[src/rtl/srx_pkg.sv]
package srx_pkg;
  typedef enum logic [1:0] {ST_IDLE, ST_RECV, ST_FLUSH, ST_HOLD} srxState_e;

  typedef struct packed {
    logic startPkt;
    logic takeBit;
    logic dropPkt;
    logic pushLast;
    logic pushMarker;
  } srxCmd_t;

  typedef struct packed {
    logic bitEdge;
    logic frame;
    logic abort;
    logic pendValid;
    logic holdFree;
    logic sentAny;
  } srxStat_t;
endpackage

[src/rtl/srx_ctrl.sv]
module srx_ctrl
  import srx_pkg::*;
(
  input  logic     clk,
  input  logic     rstN,
  input  srxStat_t stat,
  output srxCmd_t  cmd,
  output logic     isIdle
);
  srxState_e state, stateNxt;
  logic markMode, markModeNxt;

  always_comb begin
    cmd = '0;
    stateNxt = state;
    markModeNxt = markMode;
    case (state)
      ST_IDLE: begin
        if (stat.frame && !stat.abort) begin
          cmd.startPkt = 1'b1;
          stateNxt = ST_RECV;
        end
      end
      ST_RECV: begin
        if (stat.abort) begin
          cmd.dropPkt = 1'b1;
          markModeNxt = stat.sentAny;
          stateNxt = stat.sentAny ? ST_FLUSH : ST_HOLD;
        end else if (!stat.frame) begin
          markModeNxt = 1'b0;
          stateNxt = ST_FLUSH;
        end else if (stat.bitEdge) begin
          cmd.takeBit = 1'b1;
        end
      end
      ST_FLUSH: begin
        if (markMode) begin
          if (stat.holdFree) begin
            cmd.pushMarker = 1'b1;
            stateNxt = ST_HOLD;
          end
        end else if (!stat.pendValid) begin
          stateNxt = ST_HOLD;
        end else if (stat.holdFree) begin
          cmd.pushLast = 1'b1;
          stateNxt = ST_HOLD;
        end
      end
      ST_HOLD: begin
        if (!stat.frame) stateNxt = ST_IDLE;
      end
      default: stateNxt = ST_IDLE;
    endcase
  end

  always_ff @(posedge clk or negedge rstN) begin
    if (!rstN) begin
      state <= ST_IDLE;
      markMode <= 1'b0;
    end else begin
      state <= stateNxt;
      markMode <= markModeNxt;
    end
  end

  assign isIdle = (state == ST_IDLE);
endmodule

[src/rtl/srx_datapath.sv]
module srx_datapath
  import srx_pkg::*;
#(
  parameter int OCTET_W = 8,
  parameter int SYNC_N  = 2
) (
  input  logic               clk,
  input  logic               rstN,
  input  logic               lnkClk,
  input  logic               lnkData,
  input  logic               lnkFrame,
  input  logic               lnkAbort,
  input  srxCmd_t            cmd,
  output srxStat_t           stat,
  input  logic               outReady,
  output logic               outValid,
  output logic [OCTET_W-1:0] outData,
  output logic               outSop,
  output logic               outEop,
  output logic               outErr
);
  localparam int CNT_W = (OCTET_W > 1) ? $clog2(OCTET_W) : 1;
  localparam logic [CNT_W-1:0] LAST_BIT = CNT_W'(OCTET_W - 1);

  // synchronisers; clock pipe has one extra stage for edge detection
  logic [SYNC_N:0]   clkPipe;
  logic [SYNC_N-1:0] datPipe, frmPipe, abtPipe;

  always_ff @(posedge clk or negedge rstN) begin
    if (!rstN) begin
      clkPipe <= '0;
      datPipe <= '0;
      frmPipe <= '0;
      abtPipe <= '0;
    end else begin
      clkPipe <= {clkPipe[SYNC_N-1:0], lnkClk};
      datPipe <= {datPipe[SYNC_N-2:0], lnkData};
      frmPipe <= {frmPipe[SYNC_N-2:0], lnkFrame};
      abtPipe <= {abtPipe[SYNC_N-2:0], lnkAbort};
    end
  end

  logic [OCTET_W-1:0] shiftReg, pendData, nextShift;
  logic [CNT_W-1:0]   bitCnt;
  logic pendValid, pendSop, firstOct, errSticky, sentAny;
  logic holdFree, octetDone;

  assign holdFree  = !outValid || outReady;
  assign nextShift = {shiftReg[OCTET_W-2:0], datPipe[SYNC_N-1]};
  assign octetDone = cmd.takeBit && (bitCnt == LAST_BIT);

  always_comb begin
    stat.bitEdge   = clkPipe[SYNC_N-1] & ~clkPipe[SYNC_N];
    stat.frame     = frmPipe[SYNC_N-1];
    stat.abort     = abtPipe[SYNC_N-1];
    stat.pendValid = pendValid;
    stat.holdFree  = holdFree;
    stat.sentAny   = sentAny;
  end

  always_ff @(posedge clk or negedge rstN) begin
    if (!rstN) begin
      shiftReg  <= '0;
      pendData  <= '0;
      bitCnt    <= '0;
      pendValid <= 1'b0;
      pendSop   <= 1'b0;
      firstOct  <= 1'b0;
      errSticky <= 1'b0;
      sentAny   <= 1'b0;
      outValid  <= 1'b0;
      outData   <= '0;
      outSop    <= 1'b0;
      outEop    <= 1'b0;
      outErr    <= 1'b0;
    end else begin
      if (outValid && outReady) outValid <= 1'b0;
      if (cmd.startPkt) begin
        bitCnt    <= '0;
        pendValid <= 1'b0;
        firstOct  <= 1'b1;
        errSticky <= 1'b0;
        sentAny   <= 1'b0;
      end
      if (cmd.dropPkt) begin
        bitCnt    <= '0;
        pendValid <= 1'b0;
      end
      if (cmd.takeBit) begin
        shiftReg <= nextShift;
        bitCnt   <= bitCnt + 1'b1;
        if (octetDone) begin
          bitCnt <= '0;
          if (pendValid) begin
            if (holdFree) begin
              outValid <= 1'b1;
              outData  <= pendData;
              outSop   <= pendSop;
              outEop   <= 1'b0;
              outErr   <= 1'b0;
              sentAny  <= 1'b1;
            end else begin
              errSticky <= 1'b1;
            end
          end
          pendData  <= nextShift;
          pendSop   <= firstOct;
          firstOct  <= 1'b0;
          pendValid <= 1'b1;
        end
      end
      if (cmd.pushLast) begin
        outValid  <= 1'b1;
        outData   <= pendData;
        outSop    <= pendSop;
        outEop    <= 1'b1;
        outErr    <= errSticky;
        pendValid <= 1'b0;
      end
      if (cmd.pushMarker) begin
        outValid <= 1'b1;
        outData  <= '0;
        outSop   <= 1'b0;
        outEop   <= 1'b1;
        outErr   <= 1'b1;
      end
    end
  end
endmodule

[src/rtl/serial_pkt_rx.sv]
module serial_pkt_rx
  import srx_pkg::*;
#(
  parameter int OCTET_W = 8,
  parameter int SYNC_N  = 2
) (
  input  logic               clk,
  input  logic               rstN,
  input  logic               lnkClk,
  input  logic               lnkData,
  input  logic               lnkFrame,
  input  logic               lnkAbort,
  output logic               lnkBusy,
  output logic               lnkReady,
  output logic               outValid,
  input  logic               outReady,
  output logic [OCTET_W-1:0] outData,
  output logic               outSop,
  output logic               outEop,
  output logic               outErr
);
  srxCmd_t  cmd;
  srxStat_t stat;
  logic     isIdle;

  srx_ctrl ctrl_i (
    .clk    (clk),
    .rstN   (rstN),
    .stat   (stat),
    .cmd    (cmd),
    .isIdle (isIdle)
  );

  srx_datapath #(.OCTET_W(OCTET_W), .SYNC_N(SYNC_N)) dp_i (
    .clk      (clk),
    .rstN     (rstN),
    .lnkClk   (lnkClk),
    .lnkData  (lnkData),
    .lnkFrame (lnkFrame),
    .lnkAbort (lnkAbort),
    .cmd      (cmd),
    .stat     (stat),
    .outReady (outReady),
    .outValid (outValid),
    .outData  (outData),
    .outSop   (outSop),
    .outEop   (outEop),
    .outErr   (outErr)
  );

  assign lnkBusy  = outValid & ~outReady;
  assign lnkReady = isIdle & ~outValid & outReady;
endmodule

[config.mk]
export PLATFORM = sky130hd
export DESIGN_NAME = serial_pkt_rx
export DESIGN_NICKNAME = d
export VERILOG_FILES = /design/src/rtl/srx_pkg.sv /design/src/rtl/srx_ctrl.sv /design/src/rtl/srx_datapath.sv /design/src/rtl/serial_pkt_rx.sv
export SDC_FILE = /design/constraint.sdc
export NUM_CORES = 1
export LEC_CHECK = 0
export ABC_AREA = 0
export BUFFER_PORTS_ARGS = -buffer_cell sky130_fd_sc_hd__buf_2
export CAP_MARGIN = 10
export CORE_MARGIN = 8
export CORE_UTILIZATION = 61
export CTS_CLUSTER_SIZE = 14
export DETAILED_ROUTE_END_ITERATION = 6
export PLACE_DENSITY = 0.82
export SLEW_MARGIN = 10
export SYNTH_ARGS = -nofsm -noshare
export SYNTH_HDL_FRONTEND = slang
export SYNTH_HIERARCHICAL = 1
export SYNTH_SLANG_ARGS = --single-unit
[constraint.sdc]
create_clock -name clk -period 4.3 [get_ports clk]
set_input_delay 1.075 -clock clk [delete_from_list [all_inputs] [get_ports clk]]
set_output_delay 1.075 -clock clk [all_outputs]
set_load 0.05 [all_outputs]
==> run summary <==
syn nets = 187
Via Count = 1,432
Iter 0 DRT Violations = 205
most frequent cells in the layout = dfrtp_1 (47), nand3_1 (22), buf_2 (20)
Total Routing Usage GR = 0.1454
Maximum Capacitance Violations = 0
Post-Synth Simple-Gate Area = 0.1842
TritonRoute pass-1 iters = 4
clock share of power = 0.222
DRT antenna net count = 0
Max-slew headroom = 0.3358
post-synthesis cell area = 2120 µm²
post-synthesis mux area share = 0.09209
largest area contributor in the netlist = dfrtp_1
xor/xnor cell area share of the yosys netlist = 0
Slew @ Worst Pin = 0.9963 ns
adder-cell share of the synthesized area = 0.03542
Setup TNS = 0 ns
Fmax achieved = 369.1 MHz
max-slew violations = 0
crit path time final = 2.709 ns
Post-CTS Setup Bufs = 0
nets@finish = 202
Synth cell types = 39
post-synth top area share = 0.5549
Mean Syn Cell Area = 12.18 µm²
skew final = 0.01004 ns
switching share of power = 0.3162
Synth Register Bits = 47
initial antenna violation count = 0
critical path required time = 3.22 ns
largest family of logic cells by synthesized area = simple AND/OR/NAND/NOR gates
Num CTS Buffers = 5
Area Growth Syn to Fin = 6.434%
CTS Hold Buffers Added = 0
fillers = 237
YS warnings = 6
Max Fanout on Critical Path = 4
Initial Utilization = 0.6352
most common cell after layout, fill and taps aside = dfrtp_1
Hold Path Depth = 0
die extent in x = 74.95 µm
hpwl dp = 2680 µm
status = complete, no violations
first-pass GRT wire length = 6237 µm
Reg power frac = 0.528
largest net degree at the start of global routing = 48
R2R cell count = 5
RSZ-0062 raised after global routing = no
root buf cell = clkbuf_4
Synth Area in Compound Gates = 0.07497
CP Class = in2out
CP max stage delay = 0.26 ns
number of vias per cell = 6.068
Seq/Total Area, Yosys = 0.5549
core area = 3337 µm²
row count = 21
CP endpoint kind = primary output
CP cell instances = buf_2, and3b_1, buf_2
Mapped Cells = 174
Max clock buf depth = 2
startpoint types = primary input
drt total wl = 3758 µm
vias in the first global route = 1,375
die height = 74.95 µm
period utilization = 0.6300
CTS tree = done
Worst IR Drop VDD = 268.6 µV
Leak = 1.103 nW
DIE AREA = 5617 µm²
Slowest-stage cell, CP = buf_2
GP Congestion = 0.8978
switching pwr = 318.6 µW
share of cells above drive strength 1 = 0.2737
P_int = 689.1 µW
Congestion Overflow GR = 0
combinational share of power = 0.250
IO Port Bufs = 20
clk slew on worst S/H paths = 0.12 ns
Post-Place Setup Slack = 1.355 ns
CP arrival = 1.63 ns
PwrDens = 446.7 nW/µm²
Inserted Diodes = 0
CTS resizes = 0
I/O Pins = 21
Final WS setup = 1.591 ns
synth top area cells = dfrtp_1 (55%), mux2_2 (8.5%), nand3_1 (5.2%), ha_1 (3.5%), a22oi_1 (3.2%)
drt drc = 0
H-tree Lvls = 2
Clock Latency Late Sink = 0.35 ns
WL per Instance = 15.92 µm
clk sinks = 47
final setup violation count = 0
final number of hold-violating endpoints = 0
class of the worst hold path = reg2reg
crit-path most repeated cell = buf_2
[through the flow]
stage          cells  cell area, µm²  hold WS, ns  power [mW]  utilization
2_1_floorplan    174            2120       0.3312      0.7323            -
3_3_place_gp     228            2187       0.3339      0.7723       0.6554
3_5_place_dp     228            2187       0.3387      0.7898       0.6554
4_1_cts          236            2256       0.3678       1.015       0.6760
5_1_grt          236            2256       0.3833       1.063       0.6760
6_report         236            2256       0.3634       1.008       0.6760
[cell families after synthesis]
| logic type | count (synthesis) |
|---|---|
| buffers and inverters | 20 |
| multiplexers | 17 |
| flip-flops | 47 |
| AO/OA/AOI/OAI | 23 |
| adder cells (fa/ha/maj) | 6 |
| AND/OR/NAND/NOR | 61 |
[synth_stat cells (all sizes together)]
master / instances
dfrtp: 47
nand3: 22
mux2: 17
buf: 12
a22oi: 9
inv: 7
nand2: 7
nand4b: 7
ha: 6
nor2: 4
o21ai: 4
and2b: 3
nor2b: 3
a21oi: 2
and3: 2
nand2b: 2
nor3b: 2
nor4b: 2
o22ai: 2
a211o: 1
a221o: 1
a22o: 1
a31oi: 1
and2: 1
and3b: 1
and4b: 1
clkbuf: 1
nand3b: 1
nor3: 1
nor4: 1
o21a: 1
o31ai: 1
or3: 1
[state kept, by name (all words and copies together), names as in the netlist, 2 cells and up]
| name | count |
|---|---|
| ctrl_i/state | 2 |
| dp_i/abtPipe | 2 |
| dp_i/bitCnt | 3 |
| dp_i/clkPipe | 3 |
| dp_i/datPipe | 2 |
| dp_i/frmPipe | 2 |
| dp_i/outData | 8 |
| dp_i/pendData | 8 |
| dp_i/shiftReg | 7 |
[critical path, delay by kind of cell]
| kind | cells | cell delay, ns |
|---|---|---|
| buffers and inverters | 2 | 0.39 |
| AND/OR/NAND/NOR | 1 | 0.17 |
[final timing paths]
kind | startpoint | endpoint | slack (ns)
worst max-delay path | outReady | lnkReady | 1.59
worst min-delay path | dp_i/datPipe[0]$_DFF_PN0_ | dp_i/datPipe[1]$_DFF_PN0_ | 0.36
worst max register to register | dp_i/outValid$_DFF_PN0_ | dp_i/outData[5]$_DFFE_PN0P_ | 2.12
worst min register to register | dp_i/datPipe[0]$_DFF_PN0_ | dp_i/datPipe[1]$_DFF_PN0_ | 0.36
max in group asynchronous | rstN | dp_i/pendData[0]$_DFFE_PN0P_ | 2.82
min in group asynchronous | rstN | dp_i/sentAny$_DFF_PN0_ | 0.87
[power groups by stage]
stage / clock (mW) / combinational, mW / sequential [mW]
3_5_place_dp: 0 / 0.249 / 0.540
4_1_cts: 0.232 / 0.252 / 0.532
2_1_floorplan: 0 / 0.171 / 0.561
5_1_grt: 0.254 / 0.270 / 0.539
3_3_place_gp: 0 / 0.235 / 0.537
6_report: 0.224 / 0.251 / 0.532
[metal layers]
layer | routed length [µm] | track usage | part of all wire
met1 | 1592 | 0.1750 | 0.42
met2 | 1776 | 0.2284 | 0.47
met3 | 299 | 0.04394 | 0.080
met4 | 89 | 0.07609 | 0.024
met5 | 0 | 0 | 0
[final cells by class]
cell class / instances / area, µm² / share of cell area
Tap cell: 46 / 57.56 / 0.02551
Inverter: 7 / 26.28 / 0.01165
Timing Repair Buffer: 21 / 107.6 / 0.04770
Sequential cell: 47 / 1176 / 0.5214
Clock buffer: 8 / 68.82 / 0.03050
Multi-Input combinational cell: 107 / 819.5 / 0.3633
Note: power is estimated with default switching activity, not from simulation.
